===== config.mk =====
export PLATFORM = sky130hd
export DESIGN_NAME = line_loop_sel
export DESIGN_NICKNAME = d
export VERILOG_FILES = /design/src/rtl/line_loop_pkg.sv /design/src/rtl/line_loop_mode_ctl.sv /design/src/rtl/line_loop_ones_gen.sv /design/src/rtl/line_loop_route.sv /design/src/rtl/line_loop_sel.sv
export SDC_FILE = /design/constraint.sdc
export NUM_CORES = 1
export LEC_CHECK = 0
export ABC_AREA = 1
export BUFFER_PORTS_ARGS = -buffer_cell sky130_fd_sc_hd__buf_2
export CORE_AREA = 2 2 39 41
export CTS_BUF_LIST = sky130_fd_sc_hd__clkbuf_8
export DETAILED_ROUTE_END_ITERATION = 7
export DIE_AREA = 0 0 41 43
export GPL_ROUTABILITY_DRIVEN = 1
export PLACE_DENSITY = 0.48
export SYNTH_ARGS = -nofsm -noshare
export SYNTH_HDL_FRONTEND = slang
export SYNTH_SLANG_ARGS = --single-unit

===== constraint.sdc =====
create_clock -name tx_clk -period 0.9 [get_ports tx_clk]
set_input_delay 0.135 -clock tx_clk [delete_from_list [all_inputs] [get_ports tx_clk]]
set_output_delay 0.135 -clock tx_clk [all_outputs]
set_load 0.02 [all_outputs]

===== src/rtl/line_loop_pkg.sv =====
`timescale 1ns/1ps
package line_loop_pkg;

  localparam int NUM_CTRL = 3;
  localparam int CTRL_LOC = 0;
  localparam int CTRL_REM = 1;
  localparam int CTRL_ONES = 2;

  typedef enum logic [1:0] {
    MODE_NORMAL = 2'd0,
    MODE_LOCAL  = 2'd1,
    MODE_REMOTE = 2'd2,
    MODE_ONES   = 2'd3
  } loop_mode_e;

  typedef struct packed {
    logic rem;
    logic loc;
    logic ones;
  } loop_sel_s;

  typedef struct packed {
    logic clk;
    logic pos;
    logic neg;
  } rail_bundle_s;

  function automatic loop_sel_s resolve_sel(input logic [NUM_CTRL-1:0] req);
    loop_sel_s s;
    s.rem  = req[CTRL_REM];
    s.loc  = req[CTRL_LOC] & ~req[CTRL_REM];
    s.ones = req[CTRL_ONES] & ~req[CTRL_REM];
    return s;
  endfunction

  function automatic loop_mode_e encode_mode(input loop_sel_s s);
    if (s.rem)       return MODE_REMOTE;
    else if (s.loc)  return MODE_LOCAL;
    else if (s.ones) return MODE_ONES;
    else             return MODE_NORMAL;
  endfunction

  function automatic rail_bundle_s pick_bundle(input logic use_b,
                                               input rail_bundle_s a,
                                               input rail_bundle_s b);
    return use_b ? b : a;
  endfunction

endpackage


===== src/rtl/line_loop_mode_ctl.sv =====
`timescale 1ns/1ps
module line_loop_mode_ctl
  import line_loop_pkg::*;
#(
  parameter int N_CTRL = NUM_CTRL
) (
  input  logic              clk,
  input  logic              rst_n,
  input  logic [N_CTRL-1:0] req_pin,
  input  logic [N_CTRL-1:0] req_bit,
  output loop_sel_s         sel,
  output loop_mode_e        mode
);

  logic [N_CTRL-1:0] req_any;
  logic [N_CTRL-1:0] req_q;

  for (genvar i = 0; i < N_CTRL; i++) begin : g_req
    assign req_any[i] = req_pin[i] | req_bit[i];

    always_ff @(posedge clk or negedge rst_n) begin
      if (!rst_n) req_q[i] <= 1'b0;
      else        req_q[i] <= req_any[i];
    end

    AST_REQ_CAPTURE: assert property (@(posedge clk) disable iff (!rst_n)
      (req_pin[i] || req_bit[i]) |=> req_q[i]);
    AST_REQ_IDLE: assert property (@(posedge clk) disable iff (!rst_n)
      (!req_pin[i] && !req_bit[i]) |=> !req_q[i]);
  end

  assign sel  = resolve_sel(req_q);
  assign mode = encode_mode(sel);

  AST_REMOTE_WINS: assert property (@(posedge clk) disable iff (!rst_n)
    req_q[CTRL_REM] |-> (mode == MODE_REMOTE && !sel.ones));

endmodule


===== src/rtl/line_loop_ones_gen.sv =====
`timescale 1ns/1ps
module line_loop_ones_gen (
  input  logic clk,
  input  logic rst_n,
  input  logic active,
  output logic mark_pos,
  output logic mark_neg
);

  logic phase_q;

  always_ff @(posedge clk or negedge rst_n) begin
    if (!rst_n)      phase_q <= 1'b0;
    else if (active) phase_q <= ~phase_q;
    else             phase_q <= 1'b0;
  end

  assign mark_pos = active & ~phase_q;
  assign mark_neg = active & phase_q;

  AST_ONE_MARK: assert property (@(posedge clk) disable iff (!rst_n)
    active |-> (mark_pos ^ mark_neg));
  AST_ALTERNATE: assert property (@(posedge clk) disable iff (!rst_n)
    (active && $past(active)) |-> (mark_pos == $past(mark_neg)));
  AST_START_POS: assert property (@(posedge clk) disable iff (!rst_n)
    $rose(active) |-> mark_pos);

endmodule


===== src/rtl/line_loop_route.sv =====
`timescale 1ns/1ps
module line_loop_route
  import line_loop_pkg::*;
(
  input  logic         clk,
  input  logic         rst_n,
  input  loop_sel_s    sel,
  input  rail_bundle_s tx_b,
  input  rail_bundle_s rx_b,
  input  rail_bundle_s ja_out_b,
  input  logic         ones_pos,
  input  logic         ones_neg,
  output rail_bundle_s ja_in_b,
  output rail_bundle_s line_b,
  output rail_bundle_s sys_b
);

  rail_bundle_s ones_b;
  rail_bundle_s tx_side_b;

  assign ones_b    = '{clk: tx_b.clk, pos: ones_pos, neg: ones_neg};
  assign tx_side_b = pick_bundle(sel.ones, tx_b, ones_b);
  assign ja_in_b   = pick_bundle(sel.loc, rx_b, tx_b);
  assign line_b    = pick_bundle(sel.rem, tx_side_b, ja_out_b);
  assign sys_b     = ja_out_b;

  AST_LOCAL_FEED: assert property (@(posedge clk) disable iff (!rst_n)
    sel.loc |-> (ja_in_b.pos == tx_b.pos && ja_in_b.neg == tx_b.neg));
  AST_REMOTE_LINE: assert property (@(posedge clk) disable iff (!rst_n)
    sel.rem |-> (line_b.pos == ja_out_b.pos && line_b.neg == ja_out_b.neg));
  AST_ONES_LINE: assert property (@(posedge clk) disable iff (!rst_n)
    sel.ones |-> (line_b.pos != line_b.neg));

endmodule


===== src/rtl/line_loop_sel.sv =====
`timescale 1ns/1ps
module line_loop_sel
  import line_loop_pkg::*;
(
  input  logic       rst_n,
  input  logic       tx_clk,
  input  logic       tx_pos,
  input  logic       tx_neg,
  input  logic       rx_clk,
  input  logic       rx_pos,
  input  logic       rx_neg,
  input  logic       pin_loc,
  input  logic       pin_rem,
  input  logic       pin_ones,
  input  logic       bit_loc,
  input  logic       bit_rem,
  input  logic       bit_ones,
  output logic       ja_in_clk,
  output logic       ja_in_pos,
  output logic       ja_in_neg,
  input  logic       ja_out_clk,
  input  logic       ja_out_pos,
  input  logic       ja_out_neg,
  output logic       line_clk,
  output logic       line_pos,
  output logic       line_neg,
  output logic       sys_clk,
  output logic       sys_pos,
  output logic       sys_neg,
  output logic [1:0] mode_state
);

  logic [NUM_CTRL-1:0] req_pin;
  logic [NUM_CTRL-1:0] req_bit;
  loop_sel_s           sel;
  loop_mode_e          mode;
  logic                ones_pos;
  logic                ones_neg;
  rail_bundle_s        tx_b, rx_b, ja_out_b, ja_in_b, line_b, sys_b;

  always_comb begin
    req_pin = '0;
    req_bit = '0;
    req_pin[CTRL_LOC]  = pin_loc;
    req_pin[CTRL_REM]  = pin_rem;
    req_pin[CTRL_ONES] = pin_ones;
    req_bit[CTRL_LOC]  = bit_loc;
    req_bit[CTRL_REM]  = bit_rem;
    req_bit[CTRL_ONES] = bit_ones;
  end

  assign tx_b     = '{clk: tx_clk, pos: tx_pos, neg: tx_neg};
  assign rx_b     = '{clk: rx_clk, pos: rx_pos, neg: rx_neg};
  assign ja_out_b = '{clk: ja_out_clk, pos: ja_out_pos, neg: ja_out_neg};

  line_loop_mode_ctl #(.N_CTRL(NUM_CTRL)) u_ctl (
    .clk     (tx_clk),
    .rst_n   (rst_n),
    .req_pin (req_pin),
    .req_bit (req_bit),
    .sel     (sel),
    .mode    (mode)
  );

  line_loop_ones_gen u_ones (
    .clk      (tx_clk),
    .rst_n    (rst_n),
    .active   (sel.ones),
    .mark_pos (ones_pos),
    .mark_neg (ones_neg)
  );

  line_loop_route u_route (
    .clk      (tx_clk),
    .rst_n    (rst_n),
    .sel      (sel),
    .tx_b     (tx_b),
    .rx_b     (rx_b),
    .ja_out_b (ja_out_b),
    .ones_pos (ones_pos),
    .ones_neg (ones_neg),
    .ja_in_b  (ja_in_b),
    .line_b   (line_b),
    .sys_b    (sys_b)
  );

  assign ja_in_clk  = ja_in_b.clk;
  assign ja_in_pos  = ja_in_b.pos;
  assign ja_in_neg  = ja_in_b.neg;
  assign line_clk   = line_b.clk;
  assign line_pos   = line_b.pos;
  assign line_neg   = line_b.neg;
  assign sys_clk    = sys_b.clk;
  assign sys_pos    = sys_b.pos;
  assign sys_neg    = sys_b.neg;
  assign mode_state = mode;

endmodule


======== Yosys cells after proc, flatten, opt, wreduce, memory -nomap -nowiden ========
Index checks and enable logic that the tools add are counted.
cells by class
  muxes and demuxes ....................... 7
  bitwise operators ....................... 9
operators by type and width
  kind           number
  $mux W2        4
  $mux W3        2
  $and A1 B1 Y1  4
  $or A1 B1 Y1   3
  $not A1 Y1     2
  $mux W1        1
word-level totals
  flip-flop bits (word level) ............. 4
  bits of input ports ..................... 16
  output and inout port bits .............. 11
  logic and storage cells ................. 20

======== Depth between registers and ports, before layout ========
Gate-level depths: netlist (run 1).
  depth in word-level cells ............... 5
  mapped depth ............................ 4
  depth with buffers taken out ............ 4

======== Cells and area by module ========
Synthesis (run 1) repeated with hierarchy kept, for this count alone.
unflattened totals
  cell total of the unflattened synthesis .. 49
  area total of the unflattened synthesis .. 301.5 um^2
by module, submodules not included
  module              instances  cells each  area each (um^2)  seq. area each (um^2)
  line_loop_mode_ctl  1          16          135.1             75.1
  line_loop_route     1          28          123.9             0.0
  line_loop_ones_gen  1          5           42.5              25.0

==> results.py, run 1 <==
metrics = {
    "run_status": {
        "status": "complete, but fails checks",
        "violations": "negative setup slack",
    },
    "worst_setup_path": {
        "critPathKind": "register to primary output",
        "endpoint_kind": "primary output",
        "worstPathCellList": "inv_2, nand2_4, o21ai_4, buf_6",
        "cp_slowest_cell": "dfrtp_1",
        "crit_path_max_incr_delay_ps": 390,
        "cp-start-kind": "register",
        "required_ps": 760,
        "ff2ff_path_depth": 4,
        "path_max_fanout": 7,
        "worstPathArrival_ps": 1100,
    },
    "floorplanning": {
        "num_io_pins": 27,
        "die_w_microns": 41,
        "start_util_pct": 19.1,
        "core.rowCount": 14,
        "dieArea_sq_um": 1760,
        "core_sq_um": 1380,
        "die_y_microns": 43,
    },
    "clock_tree": {
        "clk_pin_slew_ps": 40,
        "max-clock-path-buffers": 2,
        "cts_setup_buffers": 0,
        "clk_latency_ps": 220,
        "cts_root_buf": "clkbuf_8",
        "cts_tree": "yes",
        "htreeDepth": 1,
        "cts_inserted_buffers": 3,
    },
    "layout": {
        "n_fill_cell": 149,
        "area_growth_pct": 111,
        "layout-drive-gt1-share_pct": 67.2,
        "nets": 85,
        "n_antenna_cell": 0,
        "final_util_pct": 40.2,
    },
    "timing": {
        "hold_viol_final": 0,
        "setup_viol": 8,
        "relSlewSlack_pct": 87.1,
        "tightest_slew_ps": 194,
        "maxSlewViolCount": 0,
        "fin_skew_ps": 0.946,
        "fin_ws_ps": -331,
        "clock.fmax_mhz": 812,
        "fin_crit_sh_pct": 137,
        "tns_ps": -2340,
        "period_needed_ps": 1230,
        "rsz0062_at_grt": "true",
    },
    "grt": {
        "grt_pass1_wl_microns": 972,
        "track_usage_pct": 8.67,
        "antenna_found_initial": 0,
        "gr-total-overflow": 0,
        "grt_max_degree": 8,
        "grt_pass1_vias": 306,
    },
    "power": {
        "power.density_nw_per_um2": 1730,
        "p_leak_nw": 0.302,
        "ir_worst_vdd_mv": 0.744,
        "finalPower_mw": 0.963,
    },
    "yosys": {
        "synth_area_sq_um": 264,
        "synth-seq-area-share_pct": 37.9,
        "synth_edf_count": 0,
        "synth_top_family_by_area": "simple AND/OR/NAND/NOR gates",
        "yosys_warnings": 0,
        "synth.most_common_cell": "nand2_1",
        "synth.area.mux_share_pct": 0,
        "synth_xor_xnor_area_share_pct": 0,
        "synth_fa_ha_area_share_pct": 0,
        "syn_nets": 52,
        "synth_top_cell_area_share_pct": 37.9,
        "synthFlopType": "dfrtp_1",
        "synth_cell_types": 13,
        "yosys.area_share.simple_pct": 42.2,
        "synth_top_cell_by_area": "dfrtp_1",
        "async_flop_share_pct": 100,
        "syn_area_per_cell_sq_um": 7.33,
        "synthTopCellsByArea": "dfrtp_1 (38%), nand2_1 (17%), nand3_1 (9.5%), buf_4 (8.5%), or2_1 (7.1%)",
        "synthCells": 36,
        "ys_ff_latch": 4,
        "synth-compound-area-share_pct": 7.11,
        "synth_commonest_cells": "nand2_1 (12), nand3_1 (5), dfrtp_1 (4)",
    },
    "placement": {
        "place_hpwl_microns": 586,
        "io_buffer_count": 26,
        "routabilityCongestion": 0.566,
    },
    "route": {
        "drt-total-wl_microns": 678,
        "first_pass_iters": 2,
        "routedWlPerCell_microns": 8.17,
        "drc_errors": 0,
        "vias_per_cell": 4.00,
        "ant_nets": 0,
        "num_vias": 332,
        "drt_iter0_markers": 2,
    },
    "job": {
        "maxCapViolCount": 0,
    },
    "hold_path": {
        "whs_path_depth": 2,
        "hold_class": "input port to register",
    },
}
-- what timing repair did --
action	4_1_cts	5_1_grt
endpoints found under the hold margin	4	0
gates resized for setup	19	3
setup endpoints to repair	8	9
hold buffers	1	0
pin swaps	2	2
-- report_power, final --
group          switching [mW]  internal (mW)
Clock                   0.210          0.352
Sequential            0.00943          0.190
Combinational           0.101          0.101
-- stage by stage --
step / instances / setup WS, ps / cell area, sq um / hold WS [ps]
CTS: 83 / -347 / 547 / 89.7
finish: 83 / -331 / 557 / 93.7
global route: 83 / -382 / 557 / 99.2
detailed placement: 78 / -128 / 437 / -53.9
global placement: 78 / -121 / 437 / -56.5
floorplan: 36 / -84.9 / 287 / -161
-- metal layers --
| metal | track usage [%] | up-vias | part of all wire [%] |
|---|---|---|---|
| met2 | 11.6 | 23 | 43 |
| met5 | 0 | - | 0 |
| met4 | 8.67 | 0 | 2.4 |
| met1 | 7.82 | 132 | 38 |
| li1 | - | 175 | - |
| met3 | 6.28 | 2 | 16 |
-- layout make-up --
class                      instances  area (sq um)  area share [%]
timing repair buffer              28           186            33.5
multi-input combinational         26           171            30.8
sequential                         4           100            18.0
clock buffer                       5          63.8            11.5
tap                               16          20.0            3.60
clock inverter                     2          7.51            1.35
inverter                           2          7.51            1.35
-- cell families (layout without fill, tap and decap cells) --
kind of cell,after synthesis,after routing
and+or+nand+nor,23,23
buffers and inverters,6,37
AOI/OAI and AO/OA,3,3
DFF,4,4
-- worst paths after layout --
| kind | from | end | slack, ps |
|---|---|---|---|
| max | u_ctl.sel[2] | ja_in_clk | -330 |
| min | pin_loc | u_ctl.req_q[0] | 90 |
| max reg2reg | u_ctl.sel[2] | u_ones.phase_q | 10 |
| min reg2reg | u_ones.phase_q | u_ones.phase_q | 660 |
| max in group asynchronous | rst_n | u_ctl.sel[2] | 530 |
| min in group asynchronous | rst_n | u_ctl.req_q[2] | 250 |
-- registers in the layout (all words and copies together) (netlist names) --
register and flops:
u_ctl.req_q 2, u_ctl.sel 1, u_ones.phase_q 1
-- worst max-delay path, delay by kind of cell (launching register included) --
family,cells,cell delay (ps)
AOI/OAI and AO/OA,1,130
buffers and inverters,2,260
DFF,1,390
and+or+nand+nor,1,100
-- placed cells by master, fill, tap and decap left out --
master / n
buf_2: 18
nand2_1: 7
buf_6: 7
nand2_2: 4
buf_4: 4
dfrtp_1: 4
nand3_1: 3
or2_1: 3
clkbuf_8: 3
inv_2: 2
nand3_2: 2
nand2_4: 2
inv_1: 2
nand3b_1: 1
nor2_2: 1
a21oi_1: 1
o21ai_4: 1
o21ai_2: 1
dlygate4sd3_1: 1
Power figures use the tool's default switching activity.
==> run 2: changes to the inputs <==
CELL_PAD_IN_SITES_DETAIL_PLACEMENT = 2   (was default)
CELL_PAD_IN_SITES_GLOBAL_PLACEMENT = 2   (was default)
CORE_AREA = 2 2 45 47   (was 2 2 39 41)
DIE_AREA = 0 0 47 49   (was 0 0 41 43)
PLACE_DENSITY = 0.72   (was 0.48)
==> run 2 against run 1 <==
- the flow still finishes with violations (negative setup slack)
- via count is 7.5% higher
- total power up 1.4%
- maximum frequency decreased by 1.1%
- cell count up 13%
- register-to-register slack got worse by 60 ps
- critical path type unchanged
- critical endpoint is now line_pos
- highest routed layer unchanged
==> results.py, run 2 (synthesized netlist as in run 1, its figures left out) <==
metrics = {
    "worst_setup_path": {
        "startpoint": "u_ctl.sel[2]",
        "ff2ff_path_depth": 4,
        "crit_path_max_incr_delay_ps": 420,
        "r2r_slack_ps": -50,
        "cp_slowest_cell": "dfrtp_1",
        "critPathKind": "register to primary output",
        "path_max_fanout": 7,
        "worstPathCellList": "inv_4, nand3b_1, nand3_2, buf_6",
        "required_ps": 760,
        "worstPathArrival_ps": 1110,
        "endpoint_kind": "primary output",
        "timing.rr.start": "u_ctl.sel[2]",
        "cp-endpoint": "line_pos",
        "cp-start-kind": "register",
        "reg2reg_to": "u_ones.phase_q",
    },
    "grt": {
        "antenna_found_initial": 0,
        "grt_pass1_wl_mm": 1.43,
        "track_usage_pct": 8.57,
        "grt_max_degree": 8,
        "gr-total-overflow": 0,
        "grt_pass1_vias": 420,
    },
    "floorplanning": {
        "dieArea_sq_um": 2300,
        "start_util_pct": 14.3,
        "die_y_microns": 49,
        "core_sq_um": 1840,
        "core.rowCount": 16,
        "die_w_microns": 47,
        "num_io_pins": 27,
    },
    "timing": {
        "fin_skew_ps": 0.0667,
        "clock.fmax_mhz": 803,
        "relSlewSlack_pct": 88.2,
        "hold_viol_final": 0,
        "tns_ps": -2600,
        "fin_ws_ps": -345,
        "rsz0062_at_grt": "true",
        "period_needed_ps": 1240,
        "fin_crit_sh_pct": 138,
        "maxSlewViolCount": 0,
        "setup_viol": 9,
        "tightest_slew_ps": 177,
    },
    "placement": {
        "routabilityCongestion": 0.692,
        "place_inst": 89,
        "place_hpwl_microns": 815,
        "io_buffer_count": 26,
    },
    "run_status": {
        "status": "complete, but fails checks",
        "violations": "negative setup slack",
    },
    "clock_tree": {
        "cts_tree": "yes",
        "cts_inserted_buffers": 3,
        "cts_root_buf": "clkbuf_8",
        "max-clock-path-buffers": 2,
        "clk_latency_ps": 220,
        "clk_pin_slew_ps": 30,
        "htreeDepth": 1,
    },
    "route": {
        "ant_nets": 0,
        "drt-total-wl_microns": 907,
        "num_vias": 357,
        "vias_per_cell": 3.80,
        "first_pass_iters": 1,
        "routedWlPerCell_microns": 9.65,
        "drt_iter0_markers": 0,
        "drc_errors": 0,
    },
    "layout": {
        "final_cells": 94,
        "layout-drive-gt1-share_pct": 71.6,
        "n_antenna_cell": 0,
        "final_common_cell": "buf_2",
        "final_cell_mix": "buf_2 (18), buf_6 (7), nand2_1 (6), nand2_2 (5), buf_4 (4)",
        "n_fill_cell": 238,
        "largest_register_ffs": 2,
        "top_register": "u_ctl.req_q",
        "nets": 85,
        "area_growth_pct": 123,
    },
    "job": {
        "maxCapViolCount": 0,
    },
    "power": {
        "power.density_nw_per_um2": 1660,
        "ir_worst_vdd_mv": 0.754,
        "p_leak_nw": 0.301,
    },
    "hold_path": {
        "hold_class": "input port to register",
    },
}
## run 2: cell type report
type	instances	area, sq um	area share, %
clock buffers	5	63.8	10.8
clock inverters	2	7.51	1.27
inverters	2	10.0	1.70
multi-input cells	26	186	31.6
flip-flops and latches	4	101	17.2
well taps	27	33.8	5.73
repair buffers	28	186	31.6
## run 2: routing by layer
metal  up-vias  track usage, %  share of wire [%]
met3         2            3.33                9.9
met5         -               0                  0
li1        173               -                  -
met2        16            14.6                 56
met1       166            7.48                 33
met4         0            6.48                1.7
## run 2: worst min-delay path by stage
stage                          end  depth (start not counted)  slack, ps  startpoint
floorplan           u_ctl.req_q[0]                          0       -160       rst_n
global placement    u_ctl.req_q[2]                          1        -60       rst_n
detailed placement    u_ctl.sel[2]                          1        -50       rst_n
CTS                 u_ctl.req_q[0]                          2        100     bit_loc
global route        u_ctl.req_q[0]                          2        100     pin_loc
finish              u_ctl.req_q[0]                          2        100     bit_loc
## run 2: report_power, final
part	internal, mW	switching, mW
combinational	0.105	0.110
clock	0.352	0.208
sequential	0.191	0.0120
total	0.648	0.329
## run 2: what timing repair did
item / 4_1_cts / 5_1_grt
endpoints found under the hold margin: 4 / 0
resized for setup: 9 / 18
pin swaps: 0 / 6
endpoints found under the setup margin: 9 / 9
hold buffers: 1 / 0
buffers inserted: 1 / 1
## run 2: through the flow
step / utilization, % / area, sq um / hold WS [ps] / setup WS, ps / power (mW)
global route: 32.0 / 589 / 105 / -398 / 1.04
CTS: 28.8 / 531 / 101 / -357 / 0.942
floorplan: - / 287 / -161 / -84.9 / 0.391
finish: 32.0 / 589 / 100 / -345 / 0.977
detailed placement: 24.5 / 450 / -52.9 / -158 / 0.482
global placement: 24.5 / 450 / -56.1 / -128 / 0.477
## run 2: worst max-delay path, delay by kind of cell, from the launching register on
family	cells	cell delay (ps)
flip-flops	1	420
AND/OR/NAND/NOR	2	230
buffers and inverters	2	240
==> run 3: changes to the inputs <==
SETUP_SLACK_MARGIN = 0.5   (was default)
SLEW_MARGIN = 20   (was default)
==> run 3 against run 2 <==
- the run still ends with negative setup slack left
- largest cell class is now non-clock buffers
- highest routed layer is now met3
- cell count is 1.1% higher
- worst setup slack better by 1.5 ps
- die area stayed put
- largest power group unchanged
==> results.py, run 3 (synthesized netlist as in run 1, its figures left out) <==
metrics = {
    "run_status": {
        "status": "complete, but fails checks",
        "violations": "negative setup slack",
    },
    "layout": {
        "n_antenna_cell": 0,
        "ff_latch_area_sq_um": 104,
        "top_register": "u_ctl.req_q",
        "n_fill_cell": 225,
        "final_common_cell": "buf_6",
        "layout-drive-gt1-share_pct": 79.4,
        "area_growth_pct": 161,
        "nets": 86,
        "multi_input_area_sq_um": 211,
        "final_cell_mix": "buf_6 (15), buf_2 (11), nand2_2 (6)",
        "largest_register_ffs": 2,
        "design_area_sq_um": 689,
    },
    "timing": {
        "rsz0062_at_grt": "true",
        "fin_skew_ps": 0.201,
        "maxSlewViolCount": 0,
        "period_needed_ps": 1240,
        "clock.fmax_mhz": 804,
        "tightest_slew_ps": 168,
        "fin_crit_sh_pct": 138,
        "relSlewSlack_pct": 88.8,
        "hold_viol_final": 0,
        "whs_ps": 102,
        "fin_ws_ps": -343,
        "setup_viol": 9,
    },
    "worst_setup_path": {
        "cp_slowest_cell": "dfrtp_2",
        "path_max_fanout": 7,
        "endpoint_kind": "primary output",
        "worstPathArrival_ps": 1110,
        "required_ps": 760,
        "timing.rr.start": "u_ctl.sel[2]",
        "startpoint": "u_ctl.sel[2]",
        "crit_top_cell": "buf_6",
        "cp-start-kind": "register",
        "crit_path_max_incr_delay_ps": 410,
        "worstPathCellList": "clkinv_4, buf_6, nand2_4, nand2_2, buf_6",
        "critPathKind": "register to primary output",
    },
    "grt": {
        "grt_pass1_wl_mm": 1.90,
        "track_usage_pct": 11.1,
        "grt_pass1_vias": 441,
        "gr-total-overflow": 0,
        "antenna_found_initial": 0,
        "grt_max_degree": 8,
    },
    "route": {
        "routedWlPerCell_microns": 11.0,
        "drt-total-wl_mm": 1.05,
        "drt_iter0_markers": 0,
        "num_vias": 373,
        "vias_per_cell": 3.93,
        "first_pass_iters": 1,
        "drc_errors": 0,
        "ant_nets": 0,
    },
    "clock_tree": {
        "max-clock-path-buffers": 2,
        "htreeDepth": 1,
        "cts_inserted_buffers": 3,
        "cts_tree": "yes",
        "clk_pin_slew_ps": 30,
        "cts_root_buf": "clkbuf_8",
        "clk_latency_ps": 220,
    },
    "floorplanning": {
        "start_util_pct": 14.3,
        "die_w_microns": 47,
        "core.rowCount": 16,
        "core_sq_um": 1840,
        "num_io_pins": 27,
        "dieArea_sq_um": 2300,
        "die_y_microns": 49,
    },
    "placement": {
        "routabilityCongestion": 0.632,
        "io_buffer_count": 26,
        "place_hpwl_microns": 803,
        "placed_cell_area_sq_um": 457,
    },
    "job": {
        "maxCapViolCount": 0,
    },
    "power": {
        "ir_worst_vdd_mv": 0.832,
        "power.density_nw_per_um2": 1510,
        "p_leak_nw": 0.335,
    },
    "hold_path": {
        "hold_start": "pin_rem",
        "hold_class": "input port to register",
    },
}
## run 3: changes by cell type in the layout (fill, tap and decap cells not counted), sizes merged
cell,change
clkinv,+1
buf,+1
inv,-1
## run 3: path summary, 6_finish.rpt
kind                       cells after the start             end  slack [ps]
min in group asynchronous                      2  u_ctl.req_q[0]         270
hold reg to reg                                3  u_ones.phase_q         650
setup reg to reg                               4  u_ones.phase_q         -20
setup / recovery                               5   mode_state[0]        -340
max in group asynchronous                      2  u_ctl.req_q[2]         530
hold / removal                                 2    u_ctl.sel[2]         100
## run 3: worst max-delay path, delay by kind of cell, from the launching register on
family / cells / cell delay [ps]
buf+inv: 3 / 390
flops: 1 / 410
simple gates: 2 / 90
## run 3: per-stage QoR
step                TNS, ps  power (mW)  instances  util [%]  setup WS (ps)
detailed placement     -968       0.483         89      24.8           -184
floorplan              -150       0.399         36         -          -46.2
global route          -3060        1.11         95      37.4           -390
finish                -2590        1.04         95      37.4           -343
CTS                   -2780       0.985         95      33.2           -377
global placement       -756       0.478         89      24.8           -141
## run 3: timing repair
item,in CTS,in global routing
hold buffers,1,0
pin swaps,3,3
buffers inserted,1,0
setup endpoints to repair,12,16
hold endpoints to repair,4,0
gates resized for setup,28,23
## run 3: where the power goes
part / switching (mW) / total, mW / internal, mW
Combinational: 0.121 / 0.258 / 0.136
Sequential: 0.0152 / 0.207 / 0.192
Clock: 0.218 / 0.576 / 0.357
Total: 0.355 / 1.04 / 0.685
## run 3: layout make-up
class	count	area share, %
Tap cell	27	4.90
Inverter	2	1.81
Clock buffer	5	9.26
Sequential cell	4	15.1
Multi-Input combinational cell	26	30.7
Timing Repair Buffer	29	37.2
Clock inverter	2	1.09
## run 3: per-layer routing
metal  global-route usage, %  vias to the layer above  routed length [microns]
li1                        -                      178                        -
met1                    13.6                      181                      386
met2                    17.1                       14                      597
met3                    3.33                        0                       61
met4                    5.09                        0                        0
met5                       0                        -                        0
